**config.mk**
```make
export PLATFORM = sky130hd
export DESIGN_NAME = qpsk_demod_top
export DESIGN_NICKNAME = d
export VERILOG_FILES = /design/src/rtl/qpsk_demod_pkg.sv /design/src/rtl/qpsk_mixer.sv /design/src/rtl/qpsk_csd_fir.sv /design/src/rtl/qpsk_sym_timer.sv /design/src/rtl/qpsk_demod_top.sv
export SDC_FILE = /design/constraint.sdc
export NUM_CORES = 2
export LEC_CHECK = 0
export BUFFER_PORTS_ARGS = -buffer_cell sky130_fd_sc_hd__buf_2
export CORE_MARGIN = 5
export CORE_UTILIZATION = 45
export DETAILED_ROUTE_END_ITERATION = 8
export MAX_ROUTING_LAYER = met4
export SYNTH_ARGS = -nofsm -noshare
export SYNTH_HDL_FRONTEND = slang
export SYNTH_SLANG_ARGS = --single-unit
```
**constraint.sdc**
```tcl
create_clock -name clk -period 14.4 [get_ports clk]
set_clock_uncertainty 0.1 [all_clocks]
set_input_delay 4.32 -clock clk [delete_from_list [all_inputs] [get_ports clk]]
set_output_delay 4.32 -clock clk [all_outputs]
set_load 0.01 [all_outputs]
```
**src/rtl/qpsk_demod_pkg.sv**
```systemverilog
package qpsk_demod_pkg;

  typedef enum logic [1:0] {
    SYM_PP = 2'b00,
    SYM_NP = 2'b01,
    SYM_NN = 2'b11,
    SYM_PN = 2'b10
  } sym_code_e;

  function automatic sym_code_e sign_to_sym(input logic neg_a, input logic neg_b);
    case ({neg_a, neg_b})
      2'b00:   return SYM_PP;
      2'b10:   return SYM_NP;
      2'b11:   return SYM_NN;
      default: return SYM_PN;
    endcase
  endfunction

endpackage

```
**src/rtl/qpsk_mixer.sv**
```systemverilog
module qpsk_mixer #(
  parameter int IN_W = 8,
  localparam int PW = 2 * IN_W
) (
  input  logic signed [IN_W-1:0] sample,
  input  logic signed [IN_W-1:0] ref_val,
  output logic signed [PW-1:0]   prod
);

  assign prod = PW'(sample) * PW'(ref_val);

  always_comb begin
    if (sample != '0 && ref_val != '0)
      assert_prod_sign_R2: assert (prod[PW-1] == (sample[IN_W-1] ^ ref_val[IN_W-1]));
  end

endmodule

```
**src/rtl/qpsk_csd_fir.sv**
```systemverilog
module qpsk_csd_fir #(
  parameter int IN_W  = 16,
  parameter int OUT_W = 16,
  parameter int NTAP  = 4,
  parameter int CW    = 8,
  parameter int SHIFT = 5,
  parameter logic [NTAP*CW-1:0] COEFS = 32'h030B0B03,
  localparam int ACC_W = IN_W + CW + $clog2(NTAP) + 1
) (
  input  logic                    clk,
  input  logic                    rst,
  input  logic                    en,
  input  logic signed [IN_W-1:0]  x,
  output logic signed [OUT_W-1:0] y
);

  function automatic logic signed [ACC_W-1:0] csd_mul(
    input logic signed [IN_W-1:0] v, input int c);
    logic signed [ACC_W-1:0] acc;
    logic signed [ACC_W-1:0] ve;
    int r;
    int d;
    acc = '0;
    ve  = ACC_W'(v);
    r   = c;
    for (int i = 0; i <= CW; i++) begin
      if (r[0]) begin
        d = ((r & 3) == 1) ? 1 : -1;
        if (d > 0) acc = acc + (ve <<< i);
        else       acc = acc - (ve <<< i);
        r = r - d;
      end
      r = r >>> 1;
    end
    return acc;
  endfunction

  logic signed [IN_W-1:0]  tap  [NTAP];
  logic signed [ACC_W-1:0] term [NTAP];
  logic signed [ACC_W-1:0] acc_sum;

  always_ff @(posedge clk) begin
    if (rst) begin
      for (int k = 0; k < NTAP; k++) tap[k] <= '0;
    end else if (en) begin
      tap[0] <= x;
      for (int k = 1; k < NTAP; k++) tap[k] <= tap[k-1];
    end
  end

  for (genvar k = 0; k < NTAP; k++) begin : g_tap
    localparam logic signed [CW-1:0] CK = COEFS[k*CW +: CW];
    assign term[k] = csd_mul(tap[k], int'(CK));
    if (k > 0) begin : g_chk
      assert_shift_R3: assert property (@(posedge clk) disable iff (rst)
        en |=> tap[k] == $past(tap[k-1]));
      assert_hold_R1: assert property (@(posedge clk) disable iff (rst)
        !en |=> $stable(tap[k]));
    end
  end

  always_comb begin
    acc_sum = '0;
    for (int k = 0; k < NTAP; k++) acc_sum = acc_sum + term[k];
  end

  assign y = OUT_W'(acc_sum >>> SHIFT);

endmodule

```
**src/rtl/qpsk_sym_timer.sv**
```systemverilog
module qpsk_sym_timer #(
  parameter int SPS   = 4,
  parameter int PHASE = 2,
  localparam int CNT_W = (SPS > 1) ? $clog2(SPS) : 1
) (
  input  logic clk,
  input  logic rst,
  input  logic en,
  output logic strobe
);

  logic [CNT_W-1:0] cnt;

  always_ff @(posedge clk) begin
    if (rst)                            cnt <= '0;
    else if (en && cnt == CNT_W'(SPS-1)) cnt <= '0;
    else if (en)                        cnt <= cnt + 1'b1;
  end

  assign strobe = (cnt == CNT_W'(PHASE));

  assert_cnt_range_R5: assert property (@(posedge clk) disable iff (rst)
    32'(cnt) < SPS);
  assert_wrap_R5: assert property (@(posedge clk) disable iff (rst)
    (en && cnt == CNT_W'(SPS-1)) |=> cnt == '0);
  assert_reset_R9: assert property (@(posedge clk)
    $past(rst) |-> cnt == '0);

endmodule

```
**src/rtl/qpsk_demod_top.sv**
```systemverilog
module qpsk_demod_top #(
  parameter int IN_W     = 8,
  parameter int FO_W     = 16,
  parameter int CW       = 8,
  parameter int LPF_N    = 5,
  parameter int LPF_SH   = 5,
  parameter logic [LPF_N*CW-1:0] LPF_C = 40'hFF060D06FF,
  parameter int MF_N     = 4,
  parameter int MF_SH    = 5,
  parameter logic [MF_N*CW-1:0] MF_C = 32'h030B0B03,
  parameter int SPS      = 4,
  parameter int PHASE    = 2
) (
  input  logic            clk,
  input  logic            rst,
  input  logic            in_valid,
  output logic            in_ready,
  input  logic [IN_W-1:0] in_sample,
  input  logic [IN_W-1:0] in_ref_ahead,
  input  logic [IN_W-1:0] in_ref_behind,
  output logic            out_valid,
  input  logic            out_ready,
  output logic [1:0]      out_sym
);
  import qpsk_demod_pkg::*;

  localparam int PW = 2 * IN_W;
  localparam int NBR = 2;

  logic en;
  logic strobe;
  logic signed [PW-1:0]   prod  [NBR];
  logic signed [FO_W-1:0] lpf_y [NBR];
  logic signed [FO_W-1:0] mf_y  [NBR];
  sym_code_e decision;

  assign in_ready = !(out_valid && !out_ready);
  assign en       = in_valid && in_ready;

  for (genvar b = 0; b < NBR; b++) begin : g_branch
    logic signed [IN_W-1:0] ref_sel;
    assign ref_sel = (b == 0) ? $signed(in_ref_ahead) : $signed(in_ref_behind);

    qpsk_mixer #(.IN_W(IN_W)) u_mix (
      .sample ($signed(in_sample)),
      .ref_val(ref_sel),
      .prod   (prod[b])
    );

    qpsk_csd_fir #(
      .IN_W(PW), .OUT_W(FO_W), .NTAP(LPF_N), .CW(CW),
      .SHIFT(LPF_SH), .COEFS(LPF_C)
    ) u_lpf (
      .clk(clk), .rst(rst), .en(en), .x(prod[b]), .y(lpf_y[b])
    );

    qpsk_csd_fir #(
      .IN_W(FO_W), .OUT_W(FO_W), .NTAP(MF_N), .CW(CW),
      .SHIFT(MF_SH), .COEFS(MF_C)
    ) u_mf (
      .clk(clk), .rst(rst), .en(en), .x(lpf_y[b]), .y(mf_y[b])
    );
  end

  qpsk_sym_timer #(.SPS(SPS), .PHASE(PHASE)) u_timer (
    .clk(clk), .rst(rst), .en(en), .strobe(strobe)
  );

  assign decision = sign_to_sym(mf_y[0][FO_W-1], mf_y[1][FO_W-1]);

  always_ff @(posedge clk) begin
    if (rst) begin
      out_valid <= 1'b0;
      out_sym   <= 2'b00;
    end else if (en && strobe) begin
      out_valid <= 1'b1;
      out_sym   <= decision;
    end else if (out_ready) begin
      out_valid <= 1'b0;
    end
  end

  assert_stall_R8: assert property (@(posedge clk) disable iff (rst)
    (out_valid && !out_ready) |=> (out_valid && $stable(out_sym)));
  assert_backpressure_R1: assert property (@(posedge clk) disable iff (rst)
    (out_valid && !out_ready) |-> !in_ready);
  assert_new_sym_R5: assert property (@(posedge clk) disable iff (rst)
    $rose(out_valid) |-> $past(en && strobe));
  assert_reset_clear_R9: assert property (@(posedge clk)
    $past(rst) |-> !out_valid);

endmodule

```
Yosys cells after proc, flatten, opt, wreduce, memory -nomap -nowiden
Memories as Yosys holds them, arrays and structs flattened.
Index checks and enable logic that the tools add are counted.

operators by class
  add/subtract/negate cells = 51
  multiply operators = 2
  equal/unequal tests = 4
  multiplexer cells = 26
  bitwise logic cells = 18
  reductions and logical operators = 9

operator list
  operator                                           count
  2-to-1 mux 16 bit                                  18
  subtractor 1 x 16 -> 17 bit, first input constant  12
  adder 21 bit                                       8
  adder 19 x 20 -> 21 bit                            6
  adder 18 x 19 -> 20 bit                            4
  adder 17 x 18 -> 19 bit                            4
  subtractor 17 x 18 -> 19 bit                       4
  subtractor 1 x 17 -> 18 bit, first input constant  4
  adder 17 x 20 -> 21 bit                            2
  adder 19 x 21 -> 21 bit                            2
  adder 21 x 17 -> 21 bit                            2
  subtractor 16 x 18 -> 19 bit                       2
  multiplier 8 x 8 -> 16 bit                         2
  bitwise OR 1 bit                                   18
  equality test 2 bit, second input constant         4
  2-to-1 mux 1 bit                                   7
  case mux 2 bit (3 select lines)                    1
  logical AND 1 bit                                  4
  adder 2 x 1 -> 2 bit, second input constant        1
  logical NOT 1 bit                                  2
  logical NOT 2 bit                                  1
  nonzero test 2 bit                                 1
  OR reduction 2 bit                                 1

storage, ports and cells
  register bits = 5
  memory bits (writable) = 288
  bits of input ports = 28
  memories = 4

memories
  name                   depth  bits a word  rd ports  clocked after memory_dff  wr ports  RTL line            source
  g_branch[0].u_lpf.tap  5      16           5         0                         5         qpsk_csd_fir.sv:38  logic signed [IN_W-1:0] tap [NTAP];
  g_branch[1].u_lpf.tap  5      16           5         0                         5         qpsk_csd_fir.sv:38
  g_branch[0].u_mf.tap   4      16           4         0                         4         qpsk_csd_fir.sv:38
  g_branch[1].u_mf.tap   4      16           4         0                         4         qpsk_csd_fir.sv:38

Depth between registers and ports, before layout
An unclocked memory read counts as a cell.

  depth after elaboration = 9
  depth in mapped cells = 28

By module
Synthesis repeated with hierarchy kept, for this count alone.

second synthesis, totals
  cells, all modules = 3348
  area, all modules = 34742.1 um2

modules (own cells, without submodules)
  module                             times used  cells an instance  area each (um2)  sequential area each (um2)
  qpsk_csd_fir at g_branch[0].u_lpf  1           761                7770.0           2402.3
  qpsk_csd_fir at g_branch[1].u_lpf  1           711                7583.5           2402.3
  qpsk_csd_fir at g_branch[0].u_mf   1           650                7088.0           1921.8
  qpsk_csd_fir at g_branch[1].u_mf   1           634                7019.2           1921.8
  qpsk_mixer at g_branch[1].u_mix    1           284                2512.4           0.0
  qpsk_mixer at g_branch[0].u_mix    1           284                2511.2           0.0
  qpsk_demod_top                     1           14                 151.4            60.1
  qpsk_sym_timer                     1           10                 106.4            40.0

Worst setup path before layout
No wires, ideal clock.

  path kind = input -> register
  start = input port rst
  end = memory g_branch[0].u_lpf.tap[0][0], enable pin
  library setup time = 702 ps
  data arrival time = 11476 ps
  required time = 13598 ps
  setup slack = 2122 ps
  stages on the path = 2
  path buffers = 1
  path through = clkbuf_1 nand2b_1

RTL lines
  element      RTL line              source
  from (decl)  qpsk_demod_top.sv:15  input logic rst,
  to (decl)    qpsk_csd_fir.sv:38

Worst setup path in the final report
  start = input port out_ready
  end = output port in_ready

between the ends
  cells in the longest elaborated chain, start to end = 3

ends and longest elaborated chain
  element            RTL line              source
  from (decl)        qpsk_demod_top.sv:22  input logic out_ready,
  logical NOT 1 bit  qpsk_demod_top.sv:37  assign in_ready = !(out_valid && !out_ready);
  logical AND 1 bit  qpsk_demod_top.sv:37
  logical NOT 1 bit  qpsk_demod_top.sv:37
  to (decl)          qpsk_demod_top.sv:17  output logic in_ready,

Every way passes these cells.

==> flow_summary_export.csv <==
group,metric,value,unit
floorplan,core-area,68600,sq um
cts,cts_tree,"yes",
critical_path,crit_type,"in -> out",
cts,clk_latency,560,ps
synth,ys_warn_count,0,
cts,cts_buffers,37,
cts,cts_max_path_buffers,3,
timing,setup_viol,0,
grt,grt_pass1_vias,20359,
timing,finalSetupTns,0,ps
cts,post_cts_buffers,0,
final_layout,post_layout_nonfiller_instances,3704,
timing,finalHoldViolations,0,
floorplan,dieArea,74600,sq um
placed_design,dp_hpwl,46200,microns
synth,synth-async-reset-ratio,0,%
min_path,hp-class,"reg -> reg",
detailed_routing,via_per_inst,4.82,
synth,syn_inst,2713,
critical_path,crit_buf_inv,2,
critical_path,cp_cell_sequence,"buf_2 > nand2b_1 > buf_2",
synth,yosysUniqueCellTypes,66,
cts,htree_levels,2,
cts,root_buffer,"clkbuf_16",
critical_path,max_stage_delay,200,ps
final_layout,area_growth,7.93,%
detailed_routing,vias,17849,
detailed_routing,first_iter_violations,845,
job,max-cap-violations,0,
synth,synth.avg_cell_area,11.5,sq um
synth,synthesis.nets,3548,
final_layout,diodes,0,
timing,period_needed,9210,ps
floorplan,initial_core_util,45.4,%
synth,yosysSeqAreaShare,28.1,%
cts,clkTransAtPathRegs,60,ps
synth,synth_seq_cells,293,
timing,holdWs,340,ps
synth,synth_top_area_share,36.6,%
critical_path,cp-start-kind,"input port",
synth,syn-cell-area,31100,sq um
synth,yosys-top-cells-area,"fa_1, edfxtp_1, ha_1",
floorplan,die_y,273,microns
critical_path,cp-end-kind,"output pin",
detailed_routing,drc,0,
timing,post-route-period-util,63.9,%
placed_design,gp_congestion,0.867,
cts,clock_sinks,293,
critical_path,arrival,4790,ps
detailed_routing,ant_nets,0,
cts,cts_resized,0,
synth,synth_top_area_cell,"fa_1",
floorplan,rows,96,
critical_path,path_delay_family,"buffers and inverters",
final_layout,regArea,8750,sq um
timing,max_freq,0.109,GHz
critical_path,cpMostUsedCell,"buf_2",
detailed_routing,first_pass_iters,6,
final_layout,drive_above_1_share,4.26,%
detailed_routing,wl,57600,microns
detailed_routing,wire_per_inst,15.5,microns
grt,grt.overflow.total,0,
timing,rsz0062_at_grt,"false",
critical_path,worstPathRequired,9980,ps
outcome,run_status,"finished, final reports clean",
grt,grt_pass1_wl,101000,microns
final_layout,nNetsFinal,3580,
placed_design,placed_cells,3637,
timing,drv_slew,0,
floorplan,fp.dieW,273,microns
critical_path,critPathMaxFanout,5,
final_layout,nFillCells,6127,
floorplan,io_pins,32,
critical_path,slowest_stage,"nand2b_1",
grt,grt_usage,16.8,%
grt,grt_max_degree,171,
timing,slew_headroom,24.6,%
timing,worst_pin_slew,1130,ps
synth,synth_flop_cell,"edfxtp_1",
synth,synth_edf_count,288,
grt,antenna_found_initial,0,
placed_design,numPortBuffers,31,
final_layout,multi_input_area,19700,sq um
final_layout,finish.utilization,49.0,%
cts,ctsHoldBuffers,0,
## sequential cells by signal, summed over array words and instances, names as in the netlist
| signal | flops |
|---|---|
| out_valid | 1 |
| u_timer.cnt | 2 |
| g_branch.u_lpf.tap | 160 |
| g_branch.u_mf.tap | 128 |
| out_sym | 2 |
## per-layer routing
metal | track usage (%) | up-vias | part of all wire (%)
met5 | - | - | 0
met4 | 3.27 | 0 | 1.7
met3 | 1.99 | 63 | 2.9
met2 | 28.0 | 197 | 49
met1 | 22.7 | 9129 | 46
li1 | - | 8460 | -
## worst paths after layout
kind                              endpoint                        from  depth (start not counted)  slack, ps
worst min-delay path            out_sym[0]                  out_sym[0]                          2        340
worst max register to register  out_sym[1]  g_branch[1].u_mf.tap[2][3]                         27       7430
worst max-delay path              in_ready                   out_ready                          3       5190
worst min register to register  out_sym[0]                  out_sym[0]                          2        340
## synth_stat cells, drive strengths merged (6+ instances only)
master  instances
inv           668
fa            570
edfxtp        288
ha            237
nor2          204
and2          184
nand2          74
xnor2          73
a21oi          59
a21o           44
clkbuf         43
o21ai          36
xor2           29
nor3           25
nand2b         23
o21a           15
nor2b          13
nand4          12
nand3          11
a31oi          10
and3           10
or3             8
o211ai          6
## tightest hold or removal path, delay by kind of cell (launching register included)
| kind | cells | cell delay, ps |
|---|---|---|
| AND/OR/NAND/NOR | 1 | 50 |
| AO/OA/AOI/OAI | 1 | 50 |
| flip-flops | 1 | 300 |
## area by class of cell
cell class | instances | share of cell area (%)
Clock buffer | 42 | 2.87
Multi-Input combinational cell | 1708 | 58.7
Inverter | 668 | 7.46
Timing Repair Buffer | 37 | 0.633
Tap cell | 931 | 3.47
Clock inverter | 25 | 0.864
Sequential cell | 293 | 26.0
## cell usage in the layout (no fill, tap or decap), types with 4 or more instances in the layout
cell,count
and2_1,183
a31oi_1,10
nand2_1,74
o211ai_1,5
ha_1,237
nor3b_1,5
xnor2_1,73
bufinv_16,5
nor3_1,25
fa_1,570
nor2b_1,13
o21a_1,15
clkinvlp_4,5
nand2b_1,22
o21ai_0,27
dfxtp_1,5
or3_1,7
clkbuf_16,38
a211o_1,4
clkinv_1,5
nor2_1,203
a21boi_1,4
nand3_1,11
buf_4,5
a211oi_1,4
and3_1,10
xor2_1,29
clkbuf_1,4
buf_2,31
inv_1,668
edfxtp_1,288
o21ai_1,8
clkinv_2,5
nand4_1,12
a21o_1,44
a21oi_1,57
## cells by family (layout without fill, tap and decap cells)
group | Yosys count | after routing | share of synthesized area (%)
AND/OR/NAND/NOR | 583 | 583 | 9.44
adder cells (fa/ha/maj) | 807 | 807 | 46.2
buffers and inverters | 712 | 772 | 8.64
AO/OA/AOI/OAI | 211 | 211 | 4.64
XOR/XNOR | 102 | 102 | 2.87
flip-flops | 293 | 293 | 28.1
multiplexers | 5 | 5 | 0.169
## stage by stage
stage	worst slack, ps	area [sq um]
after CTS	5200	33600
final	5190	33600
after detailed placement	5200	32400
after global routing	5190	33600
after global placement	5210	32400
after floorplan	2120	31100
Power is not shown: default switching activity piles up to over one toggle a cycle in this logic, so the estimate is an artifact.
